File: src/rtl/ovp_strobe_filter.sv
module ovp_strobe_filter #(
  parameter int STROBE_CYCLES = 275,
  parameter int OVP_LIMIT     = 4,
  localparam int CNT_W        = $clog2(OVP_LIMIT + 1)
) (
  input  logic             clk,
  input  logic             rst,
  input  logic             gate_off_edge,
  input  logic             osc_cycle_end,
  input  logic             ovp_cmp,
  input  logic             aux_hi_cmp,
  output logic             ovp_fault,
  output logic             blank_short,
  output logic [CNT_W-1:0] ovp_count
);

  localparam int TMR_W = $clog2(STROBE_CYCLES + 1);
  localparam logic [CNT_W-1:0] LIMIT = CNT_W'(OVP_LIMIT);

  logic [TMR_W-1:0] tmr;
  logic             armed;
  logic             seen;
  logic             strobe;
  logic             hit;
  logic [CNT_W-1:0] cnt_inc;
  logic [CNT_W-1:0] cnt_nxt;

  assign strobe  = armed && (tmr == '0);
  assign hit     = strobe && ovp_cmp;
  assign cnt_inc = (hit && ovp_count != LIMIT) ? ovp_count + CNT_W'(1) : ovp_count;
  assign cnt_nxt = (osc_cycle_end && !(seen || hit)) ? '0 : cnt_inc;

  always_ff @(posedge clk or posedge rst) begin
    if (rst) begin
      armed <= 1'b0;
      tmr   <= '0;
    end else if (gate_off_edge) begin
      armed <= 1'b1;
      tmr   <= TMR_W'(STROBE_CYCLES - 1);
    end else if (strobe) begin
      armed <= 1'b0;
    end else if (armed) begin
      tmr <= tmr - TMR_W'(1);
    end
  end

  always_ff @(posedge clk or posedge rst) begin
    if (rst) begin
      ovp_count   <= '0;
      seen        <= 1'b0;
      ovp_fault   <= 1'b0;
      blank_short <= 1'b0;
    end else begin
      ovp_count <= cnt_nxt;
      seen      <= osc_cycle_end ? 1'b0 : (seen || hit);
      ovp_fault <= ovp_fault || (cnt_nxt == LIMIT);
      if (strobe) blank_short <= aux_hi_cmp;
    end
  end

  AST_CNT_SATURATES: assert property (@(posedge clk) disable iff (rst)
    ovp_count <= LIMIT);
  AST_CNT_SINGLE_STEP: assert property (@(posedge clk) disable iff (rst)
    (ovp_count > $past(ovp_count)) |-> (ovp_count == $past(ovp_count) + CNT_W'(1)));
  AST_FAULT_AT_LIMIT: assert property (@(posedge clk) disable iff (rst)
    (ovp_count == LIMIT) |-> ovp_fault);
  AST_FAULT_STICKY: assert property (@(posedge clk) disable iff (rst)
    $past(ovp_fault) |-> ovp_fault);
  AST_BLANK_HOLDS: assert property (@(posedge clk) disable iff (rst)
    !$past(strobe) |-> $stable(blank_short));
  AST_ONE_SAMPLE: assert property (@(posedge clk) disable iff (rst)
    (strobe && !gate_off_edge) |=> !strobe);

endmodule

File: config.mk
export PLATFORM = sky130hd
export DESIGN_NAME = ovp_strobe_filter
export DESIGN_NICKNAME = d
export VERILOG_FILES = /design/src/rtl/ovp_strobe_filter.sv
export SDC_FILE = /design/constraint.sdc
export NUM_CORES = 1
export LEC_CHECK = 0
export ABC_AREA = 1
export BUFFER_PORTS_ARGS = -buffer_cell sky130_fd_sc_hd__clkbuf_2
export CAP_MARGIN = 20
export CELL_PAD_IN_SITES_DETAIL_PLACEMENT = 1
export CELL_PAD_IN_SITES_GLOBAL_PLACEMENT = 2
export CORE_UTILIZATION = 27
export DETAILED_ROUTE_END_ITERATION = 10
export PLACE_DENSITY = 0.76
export SLEW_MARGIN = 20
export SYNTH_ARGS = -nofsm -noshare
export SYNTH_HDL_FRONTEND = slang
export SYNTH_SLANG_ARGS = --single-unit
File: constraint.sdc
create_clock -name clk -period 1.4 [get_ports clk]
set_input_delay 0.07 -clock clk [delete_from_list [all_inputs] [get_ports clk]]
set_output_delay 0.07 -clock clk [all_outputs]
set_load 0.05 [all_outputs]
## Word level (Yosys, flattened, before mapping)

Index checks and enable logic that the tools add are counted.
Widths: inputs -> output; s select.

- Reduce and logical (&&, ||, !) cells: 11
- $mul: 0
- Eq/ne operators: 3
- Multiplexer cells: 8
- $add $sub $neg: 2
- Div/mod/pow operators: 0
- $lt $le $gt $ge: 0
- Bitwise gates (word level): 0
- Shifts and indexed selects: 0

Operator list:

| kind | count |
|---|---|
| $mux 9 | 3 |
| $logic_not 9->1 | 1 |
| $sub 9x1->9 const B | 1 |
| $mux 3 | 2 |
| $logic_and 1x1->1 | 4 |
| $reduce_bool 2->1 | 2 |
| $add 3x1->3 const B | 1 |
| $eq 3x3->1 const B | 1 |
| $mux 1 | 3 |
| $ne 3x3->1 const B | 1 |
| $logic_or 1x1->1 | 2 |
| $ne 2x2->1 const B | 1 |
| $reduce_and 2->1 | 1 |
| $logic_not 1->1 | 1 |

- Register bits: 16
- RAM bits: 0
- Memories: 0
- Bits of input ports: 6
- Word-level logic and storage cells: 30
- Output and inout port bits: 5
- Latch bits: 0
- Bits in read-only memories: 0

## Longest topological paths before layout

Gate-level depths: netlist (run 1).

- Word-level depth: 9
- Gate-level depth with buffers: 13
- Gate-level depth less buffers: 13

## Worst setup path after synthesis (run 1)

OpenSTA, ideal clock, no wires.

- Path type: register to register
- Start: register ovp_count[0]
- End: register ovp_fault
- Library setup time: 0.117 ns
- Stages on the path, launching flop included: 11
- Clock period less this slack: 1.656 ns
- Arrival time: 1.538 ns
- Data required time: 1.283 ns
- Buffers on the path: 0
- Slack: -0.256 ns
- Cell sequence: dfrtp_1 -> inv_1 -> ha_1 -> nand2_1 -> nand4_4 -> nand2_1 -> nand2_1 -> nor2_2 -> nor2_1 -> nand2_1 -> nand2_1

- Word-level cells in the longest chain between the ends: 6
- Elaborated cells on any way between the ends: 7
- Classes of those cells: 1 x add/sub; 2 x eq/ne; 2 x mux; 2 x reduce/logical

RTL lines:

| item | RTL line | text |
|---|---|---|
| start: declaration | 14 | `output logic [CNT_W-1:0] ovp_count` |
| start signal: assignment | 54 | `ovp_count <= cnt_nxt;` |
| parallel branches: the longest is 2 deep, another holds $add 3x1->3 | - |  |
| $mux 3 * | 30 | `assign cnt_inc = (hit && ovp_count != LIMIT) ? ovp_count + CNT_W'(1) : ovp_count;` |
| $mux 3 * | 31 | `assign cnt_nxt = (osc_cycle_end && !(seen \|\| hit)) ? '0 : cnt_inc;` |
| via cnt_nxt[1] | 26 | `logic [CNT_W-1:0] cnt_nxt;` |
| $eq 3x3->1 * | 56 | `ovp_fault <= ovp_fault \|\| (cnt_nxt == LIMIT);` |
| $logic_or 1x1->1 * | 56 |  |
| end signal: assignment | 56 |  |
| end: declaration | 12 | `output logic ovp_fault,` |

Mark *: on every way through the listed nets, which the timed path passes.
A chain may end at the register's enable or synchronous reset.

## Final worst setup path (run 1)

- Start: register tmr[1]
- End: register tmr[6]

- Word-level cells in the longest chain between the ends: 4
- Elaborated cells on any way between the ends: 8
- Classes of those cells: 1 x add/sub; 1 x eq/ne; 3 x mux; 3 x reduce/logical

RTL lines:

| item | RTL line | text |
|---|---|---|
| start: declaration | 20 | `logic [TMR_W-1:0] tmr;` |
| start signal: assignment | 39 | `tmr <= TMR_W'(STROBE_CYCLES - 1);` |
| start signal: assignment | 43 | `tmr <= tmr - TMR_W'(1);` |
| $sub 9x1->9 or $logic_not 9->1 (tied branches) | 43, 28 |  |
| $mux 9 or $logic_and 1x1->1 (tied branches) | 42, 28 |  |
| $mux 9 or $ne 2x2->1 (tied branches) | - |  |
| $mux 9 or $reduce_and 2->1 (tied branches) | - |  |

Parallel ways exist; a longest one is shown, timed or not. The select of a mux whose other input is x is not followed.

==> impl_metrics.yaml, run 1 <==
global_routing:
  antenna_found_initial: 0
  gr-total-overflow: 0
  grt_max_degree: 17
  grt_pass1_wl_um: 3629
  first_global_vias: 878
  gr-usage-all-layers: 0.1392
power:
  p_leak_nw: 0.6415
  swShare: 0.2813
  internal-power_mw: 0.7445
  power_density_nw_per_um2: 784.1
  pwr-share-comb: 0.217
  peakVddDrop_v: 0.0003269
  total_power_mw: 1.036
  seqPwrFrac: 0.477
  clkPwrFrac: 0.306
  p_switching_mw: 0.2914
worst_setup_path:
  cpPeakStageDelay_ps: 400
  cp_max_fo: 4
  cp_common_cell: "inv_2"
  critPathSlowestCell: "dfrtp_1"
  worstPathCellList: "inv_2 -> ha_4 -> inv_2 -> nor2_2 -> nand2_2 -> buf_6 -> o21ai_4 -> inv_2 -> nand3b_1 -> o21ai_1 -> nand2_1 -> nor2_1"
  end_kind: "flop"
  required_ps: 1590
  crit_type: "flop to flop"
  cp-start-kind: "flop"
  cp.arrival_ps: 1810
sta:
  period_share: 1.161
  finalCriticalPeriod_ps: 1626
  rsz0062_at_grt: "true"
  setup_tns_ps: -2145
  finalSetupViolCount: 15
  final_hold_viol_count: 0
  finalMaxSlewViolations: 0
  finalWorstSetupSlack_ps: -225.9
  max-slew-margin-rel: 0.7717
  fmax_ghz: 0.6150
  finalClockSkew_ps: 2.534
  worstMarginPinSlew_ps: 342.0
logic_synthesis:
  synthesis.nets: 116
  synth_area_sq_um: 883.3
  synth_top_area_cell: "dfrtp_1"
  avgSynthCellArea_sq_um: 8.333
  ys_warn_count: 0
  yosysSeqAreaShare: 0.4533
  syn_inst: 106
  ys_ff_latch: 16
  yosysTopAreaCellShare: 0.4533
  synth_cell_types: 21
  synth_area_leaders: "dfrtp_1, inv_1, nand2_1"
place:
  io_buffers: 10
  finalWeightedCongestion: 0.8200
  dp_hpwl_um: 1663
detailed_routing:
  vias: 809
  drt-total-wl_um: 2228
  drt-vias-per-instance: 4.303
  drtIter0Drc: 12
  drc: 0
  dr.pass1.iters: 3
  avgRoutedWirePerCell_um: 11.85
  antenna_left: 0
clocking:
  cts.sinks: 16
  cts_buffers: 3
  cts_root_buffer: "clkbuf_4"
  cts_tree: "done"
  cts.reportedPaths.clkPinSlew_ps: 100
  insertion_delay_ps: 290
  clock_path_buffers: 2
  htreeDepth: 1
layout:
  fillers: 382
  final_common_cell: "buf_4"
  syn_to_final_growth_pct: 49.58
  diodes: 0
  drive_gt1_frac: 0.4722
  final_cell_mix: "buf_4, inv_1, dfrtp_1, nand2_1"
  finalNetCount: 155
floorplanning:
  die_w_um: 59.20
  pin_count: 11
  design.core.area_sq_um: 3078
  initial_core_util: 0.2870
  dieHeight_um: 59.20
  fp.dieArea_sq_um: 3505
  num_rows: 20
hold_path:
  worstHoldPathType: "input pin to flop"
status:
  violations: "setup timing"
  status: "complete, but fails checks"
job:
  drv_cap: 0
-- repair_timing --
action / 4_1_cts / 5_1_grt
pin swaps: 7 / 6
hold buffers: 3 / 0
setup endpoints to repair: 16 / 16
buffers inserted: 7 / 2
hold endpoints to repair: 18 / 0
resized for setup: 12 / 18
-- power groups by stage --
stage,Clock [mW],Sequential [mW],Combinational (mW)
3_3_place_gp,0,0.502,0.174
4_1_cts,0.338,0.494,0.216
2_1_floorplan,0,0.509,0.0913
6_report,0.317,0.494,0.225
5_1_grt,0.351,0.496,0.250
3_5_place_dp,0,0.503,0.180
-- area by class of cell --
class	count	area, sq um	share of cell area
flip-flops and latches	16	402.9	0.3049
inverters	19	71.32	0.05398
well taps	44	55.05	0.04167
repair buffers	34	260.3	0.1970
multi-input cells	71	495.5	0.3750
clock buffers	4	36.28	0.02746
-- metrics by stage --
stage               utilization  hold slack (ps)  instances  instance area, sq um  setup WS (ps)
global route             0.4293            66.02        188                  1321         -357.7
global placement         0.3634            72.20        175                  1119         -156.0
detailed placement       0.3634            84.94        175                  1119         -218.5
floorplan                     -           -16.40        106                 900.9         -69.23
CTS                      0.4126            35.80        188                  1270         -235.8
finish                   0.4293            40.85        188                  1321         -225.9
-- synthesized netlist by cell type (all sizes together) --
| cell | n |
|---|---|
| a21oi | 5 |
| and2 | 1 |
| dfrtp | 16 |
| ha | 4 |
| inv | 19 |
| mux2 | 1 |
| nand2 | 19 |
| nand3 | 7 |
| nand3b | 1 |
| nand4 | 2 |
| nor2 | 18 |
| nor3 | 2 |
| o21a | 1 |
| o21ai | 9 |
| xor2 | 1 |
-- state kept, by name, indices dropped and copies added (netlist names) --
name         cells
seen             1
ovp_fault        1
blank_short      1
tmr              9
armed            1
ovp_count        3
-- critical path: cells and delay by family (launching register included) --
kind            cells  cell delay [ps]
fa+ha+maj           1              140
buf+inv             4              320
flops               1              400
simple gates        5              390
compound gates      2              260
-- worst paths after layout --
kind | startpoint | endpoint | slack [ps] | depth (start not counted)
worst max-delay path | tmr[1] | tmr[6] | -230 | 12
worst min-delay path | gate_off_edge | tmr[8] | 40 | 3
worst max register to register | tmr[1] | tmr[6] | -230 | 12
worst min register to register | ovp_fault | ovp_fault | 500 | 2
max in group asynchronous | rst | ovp_count[1] | 890 | 4
min in group asynchronous | rst | tmr[6] | 300 | 4
-- metal layers --
metal | vias up | global-route usage | part of all wire | wire length, um
met5 | - | 0 | 0 | 0
met4 | 0 | 0.03401 | 0 | 0
met3 | 0 | 0.02838 | 0.021 | 46
met2 | 10 | 0.2552 | 0.52 | 1165
met1 | 391 | 0.1637 | 0.46 | 1016
li1 | 408 | - | - | -
-- cell families after synthesis --
| family | Yosys count | synth area share |
|---|---|---|
| compound gates | 15 | 0.09207 |
| xor+xnor | 1 | 0.009917 |
| fa+ha+maj | 4 | 0.05666 |
| buf+inv | 19 | 0.08074 |
| flops | 16 | 0.4533 |
| mux | 1 | 0.01275 |
| simple gates | 50 | 0.2946 |
No activity file was read; power rests on OpenSTA's default activity.
==> run 2: changes to the inputs <==
Settings changed: ABC_AREA 1 to 0, PLACE_DENSITY 0.76 to 0.72.
==> run 2 against run 1 <==
Net effect: clock power is essentially flat; sequential power about the same; non-clock buffer count up 4; register-to-register slack worse by 330 ps; sequential cell count unchanged; count of clock-buffer cells in the layout did not move; area after synthesis shrank 2.3%; synthesized cell count fell by 22%; worst hold slack lost 13 ps; combinational power increased by 2%; the run still ends with setup timing left; clock skew increased by 2.2 ps; critical path type unchanged; power increased by 1.1%.
==> impl_metrics.yaml, run 2 <==
status:
  status: "complete, but fails checks"
  violations: "setup timing"
sta:
  finalMaxSlewViolations: 0
  finalCriticalPeriod_ps: 1958
  finalClockSkew_ps: 4.769
  max-slew-margin-rel: 0.5754
  period_share: 1.399
  worstMarginPinSlew_ps: 636.2
  finalSetupViolCount: 16
  final_hold_viol_count: 0
  fmax_ghz: 0.5106
  rsz0062_at_grt: "true"
  finalWorstSetupSlack_ps: -558.4
  setup_tns_ps: -7937
clocking:
  cts_tree: "done"
  cts.reportedPaths.clkPinSlew_ps: 100
  cts_root_buffer: "clkbuf_4"
  clock_path_buffers: 2
  cts.sinks: 16
  cts_buffers: 3
  insertion_delay_ps: 290
  htreeDepth: 1
worst_setup_path:
  cp_top_family: "simple AND/OR/NAND/NOR gates"
  cp_max_fo: 7
  required_ps: 1570
  cp-start-kind: "flop"
  cpPeakStageDelay_ps: 500
  crit_type: "flop to flop"
  path_buf_inv: 3
  critPathSlowestCell: "or4b_4"
  cp.arrival_ps: 2130
  worstPathCellList: "inv_2 -> ha_4 -> or4b_4 -> buf_6 -> o211ai_1 -> buf_4 -> or4_1 -> nand3_1"
  end_kind: "flop"
floorplanning:
  design.core.area_sq_um: 3053
  initial_core_util: 0.2828
  fp.dieArea_sq_um: 3428
  dieHeight_um: 58.55
  die_w_um: 58.55
  num_rows: 20
  pin_count: 11
place:
  io_buffers: 10
  dp_slack_ps: -688.9
  finalWeightedCongestion: 0.7149
  dp_hpwl_um: 1617
layout:
  seqCellArea_sq_um: 400.4
  regMostFlops: "tmr"
  diodes: 0
  multiInputGateArea_sq_um: 495.5
  top_regs: "tmr x9, ovp_count x3"
  syn_to_final_growth_pct: 50.14
  largest_reg_flops: 9
  fillers: 348
  final_common_cell: "buf_4"
  finalNetCount: 134
  final_cell_mix: "buf_4, dfrtp_1, clkbuf_2, nor2_1, inv_1"
  drive_gt1_frac: 0.5203
global_routing:
  antenna_found_initial: 0
  gr-total-overflow: 0
  gr-usage-all-layers: 0.1512
  grt_max_degree: 17
  first_global_vias: 795
  grt_pass1_wl_um: 3705
detailed_routing:
  drtIter0Drc: 19
  vias: 785
  avgRoutedWirePerCell_um: 14.48
  dr.pass1.iters: 3
  drt-vias-per-instance: 4.701
  drt-total-wl_um: 2418
  antenna_left: 0
  drc: 0
power:
  power_density_nw_per_um2: 808.2
  pwr-share-comb: 0.220
  peakVddDrop_v: 0.0004669
  swShare: 0.2815
  seqPwrFrac: 0.475
  p_switching_mw: 0.2949
  p_leak_nw: 0.5559
  internal-power_mw: 0.7527
  clkPwrFrac: 0.305
logic_synthesis:
  ys_ff_latch: 16
  yosysMostFrequentCell: "dfrtp_1"
  synth_edf_count: 0
  avgSynthCellArea_sq_um: 10.40
  yosysSeqAreaShare: 0.4638
  synthTopCellsByCount: "dfrtp_1, inv_1, nor2_1, a21oi_1"
  yosysTopAreaCellShare: 0.4638
  synth_top_area_cell: "dfrtp_1"
  synth_cell_types: 30
  synth-async-reset-ratio: 1.000
  synth_area_sq_um: 863.3
  syn_inst: 83
  synthesis.nets: 93
  synth_area_leaders: "dfrtp_1, ha_1, inv_1"
  ys.flop_type: "dfrtp_1"
  ys_warn_count: 0
hold_path:
  worstHoldPathType: "input pin to flop"
job:
  drv_cap: 0
-- run 2: cell count changes after synthesis, sizes merged, moves of 2 or more --
cell | previous run | this run
nor2 | 18 | 8
nand2 | 19 | 4
inv | 19 | 8
nand3 | 7 | 2
or3 | 0 | 3
o211ai | 0 | 3
o31ai | 0 | 2
o21ai | 9 | 4
or4 | 0 | 3
nand4 | 2 | 0
-- run 2: area by class of cell --
class	count	share of cell area
Inverter	8	0.02317
Clock buffer	4	0.02799
Sequential cell	16	0.3089
Tap cell	44	0.04247
Timing Repair Buffer	38	0.2153
Multi-Input combinational cell	57	0.3822
-- run 2: worst paths after layout --
check | start | end | slack [ps] | cells after the start
setup / recovery | tmr[1] | tmr[8] | -560 | 8
hold / removal | gate_off_edge | tmr[7] | 30 | 2
setup reg to reg | tmr[1] | tmr[8] | -560 | 8
hold reg to reg | ovp_fault | ovp_fault | 510 | 2
max in group asynchronous | rst | ovp_count[0] | 620 | 3
min in group asynchronous | rst | tmr[7] | 370 | 3
-- run 2: power by group through the flow --
stage               clock [mW]  combinational, mW  sequential (mW)
global route             0.345              0.254            0.499
global placement             0              0.174            0.503
floorplan                    0             0.0859            0.514
finish                   0.320              0.230            0.497
detailed placement           0              0.182            0.504
CTS                      0.330              0.216            0.496
-- run 2: repair_timing --
action / in CTS / in global routing
setup buffers: 4 / 2
resized for setup: 13 / 14
endpoints found under the setup margin: 16 / 16
endpoints found under the hold margin: 18 / 0
hold buffers: 3 / 0
pin swaps: 13 / 7
-- run 2: cell families (layout without fill, tap and decap cells) --
group | Yosys count | after routing | share of synthesized area
compound gates | 19 | 19 | 0.1768
simple gates | 28 | 28 | 0.1812
fa+ha+maj | 4 | 4 | 0.05797
mux | 3 | 3 | 0.03768
flops | 16 | 16 | 0.4638
xor+xnor | 3 | 3 | 0.03044
buf+inv | 10 | 50 | 0.05217
-- run 2: metal layers --
| layer | up-vias | track usage | part of all wire |
|---|---|---|---|
| li1 | 378 | - | - |
| met1 | 394 | 0.1620 | 0.40 |
| met2 | 9 | 0.2857 | 0.56 |
| met3 | 4 | 0.04615 | 0.022 |
| met4 | 0 | 0.04082 | 0.012 |
| met5 | - | 0 | 0 |
-- run 2: stage by stage --
stage | area [sq um] | cells | hold WS (ps) | power, mW | util
after detailed placement | 1096 | 154 | 182.8 | 0.6859 | 0.3590
after global routing | 1296 | 167 | 23.59 | 1.099 | 0.4246
after floorplan | 867.1 | 83 | -16.26 | 0.5999 | -
after CTS | 1236 | 165 | 28.92 | 1.042 | 0.4049
final | 1296 | 167 | 27.95 | 1.048 | 0.4246
after global placement | 1096 | 154 | 174.9 | 0.6765 | 0.3590
-- run 2: worst register-to-register path: stages, from the launching register on --
cell and delay, ps:
dfrtp_1 420, inv_2 100, ha_4 130, or4b_4 500
buf_6 160, o211ai_1 170, buf_4 190, or4_1 120
nand3_1 70
==> run 3: changes to the inputs <==
Settings changed: BUFFER_PORTS_ARGS -buffer_cell sky130_fd_sc_hd__clkbuf_2 to default, DONT_BUFFER_PORTS from default to 1, PLACE_DENSITY 0.72 to 0.67.
==> run 3 against run 2 <==
Net effect: sequential share of layout area decreased by 1.9 points; final area increased by 6.7%; global-route usage increased by 1.6 points; core utilization increased by 2.8 points; count of clock-buffer cells in the layout unchanged; non-clock buffer count increased by 2; via count increased by 2.5%; worst hold slack got worse by 210 ps; sequential power about the same; the flow finishes with violations (hold timing, setup timing).
==> impl_metrics.yaml, run 3 (synthesized netlist as in run 2, its figures left out) <==
hold_path:
  worstHoldPathType: "input pin to flop"
detailed_routing:
  dr.pass1.iters: 2
  vias: 805
  drt-vias-per-instance: 4.763
  antenna_left: 0
  avgRoutedWirePerCell_um: 15.31
  drt-total-wl_um: 2587
  drtIter0Drc: 1
  drc: 0
sta:
  finalCriticalPeriod_ps: 2003
  period_share: 1.430
  finalClockSkew_ps: 1.742
  final_hold_viol_count: 6
  finalMaxSlewViolations: 0
  whs_ps: -181.5
  rsz0062_at_grt: "true"
  finalSetupViolCount: 16
  finalWorstSetupSlack_ps: -602.7
  max-slew-margin-rel: 0.5832
  worstMarginPinSlew_ps: 624.6
  fmax_ghz: 0.4993
layout:
  final_common_cell: "buf_4"
  regMostFlops: "tmr"
  diodes: 0
  finalNetCount: 136
  final_cell_count_no_fill: 169
  final_cell_mix: "buf_4, dfrtp_1, inv_1, buf_6, nor2_1"
  fillers: 349
  syn_to_final_growth_pct: 60.15
  top_regs: "tmr x9, ovp_count x3"
  drive_gt1_frac: 0.5280
  largest_reg_flops: 9
clocking:
  hold_buffers: 4
  cts.reportedPaths.clkPinSlew_ps: 100
  htreeDepth: 1
  cts_root_buffer: "clkbuf_4"
  cts.sinks: 16
  clock_path_buffers: 2
  insertion_delay_ps: 290
  cts_buffers: 3
  cts_tree: "done"
worst_setup_path:
  crit_type: "flop to flop"
  cp-start-kind: "flop"
  cp.arrival_ps: 2190
  end_kind: "flop"
  required_ps: 1580
  cp_max_fo: 7
global_routing:
  first_global_vias: 842
  gr-total-overflow: 0
  grt_pass1_wl_um: 4133
  gr-usage-all-layers: 0.1669
  antenna_found_initial: 0
  grt_max_degree: 17
power:
  peakVddDrop_v: 0.0004937
  power_density_nw_per_um2: 775.4
  p_leak_nw: 0.5838
  total_power_mw: 1.072
place:
  placed_cells: 147
  io_buffers: 0
  finalWeightedCongestion: 0.7303
  dp_slack_ps: -728.1
  dp_hpwl_um: 1650
status:
  violations: "hold timing, setup timing"
  status: "complete, but fails checks"
floorplanning:
  num_rows: 20
  initial_core_util: 0.2828
  die_w_um: 58.55
  fp.dieArea_sq_um: 3428
  dieHeight_um: 58.55
  pin_count: 11
  design.core.area_sq_um: 3053
job:
  drv_cap: 0
==> run 3: what timing repair did <==
item | CTS | global route
endpoints found under the setup margin | 16 | 16
buffers inserted | 9 | 5
pin swaps | 17 | 10
hold endpoints to repair | 29 | 6
gates resized for setup | 23 | 11
==> run 3: path summary, 6_finish.rpt <==
kind,slack (ps),start,to,cells past startpoint
setup / recovery,-600,tmr[0],tmr[2],8
hold / removal,-180,gate_off_edge,tmr[6],1
setup reg to reg,-600,tmr[0],tmr[2],8
hold reg to reg,470,ovp_fault,ovp_fault,2
max in group asynchronous,700,rst,tmr[1],2
min in group asynchronous,300,rst,ovp_count[2],2
==> run 3: where the power goes <==
part | leakage [nW] | total (mW) | internal [mW] | switching (mW)
Sequential | 0.195 | 0.498 | 0.483 | 0.0151
Clock | 0.0210 | 0.312 | 0.158 | 0.154
Combinational | 0.368 | 0.262 | 0.135 | 0.127
==> run 3: critical path, cell delays in order, from the launching register on <==
cell	delay, ps
dfrtp_1	410
inv_2	90
ha_4	140
or4b_4	510
buf_6	160
o211ai_1	160
buf_4	180
xor2_1	190
nor2_1	60
==> run 3: metrics by stage <==
step           instance area [sq um]  hold slack [ps]  TNS, ps  utilization
3_3_place_gp                    1069            98.11    -9006       0.3500
5_1_grt                         1383           -200.1    -9096       0.4529
2_1_floorplan                  867.1           -16.26    -6526            -
6_report                        1383           -181.5    -8086       0.4529
3_5_place_dp                    1069            74.45    -9489       0.3500
4_1_cts                         1291           -183.6    -7540       0.4230
==> run 3: area by class of cell <==
type	count	area, sq um	area share
Clock buffer	4	36.28	0.02624
Inverter	8	30.03	0.02172
Multi-Input combinational cell	57	528.0	0.3819
Sequential cell	16	400.4	0.2896
Tap cell	44	55.05	0.03982
Timing Repair Buffer	40	332.8	0.2407
==> run 3: metal layers <==
layer  share of wire  vias up  track usage
met2            0.56        9       0.2857
met4           0.020        0      0.08163
met5               0        -            0
li1                -      383            -
met3           0.013        5      0.02198
met1            0.41      408       0.2072
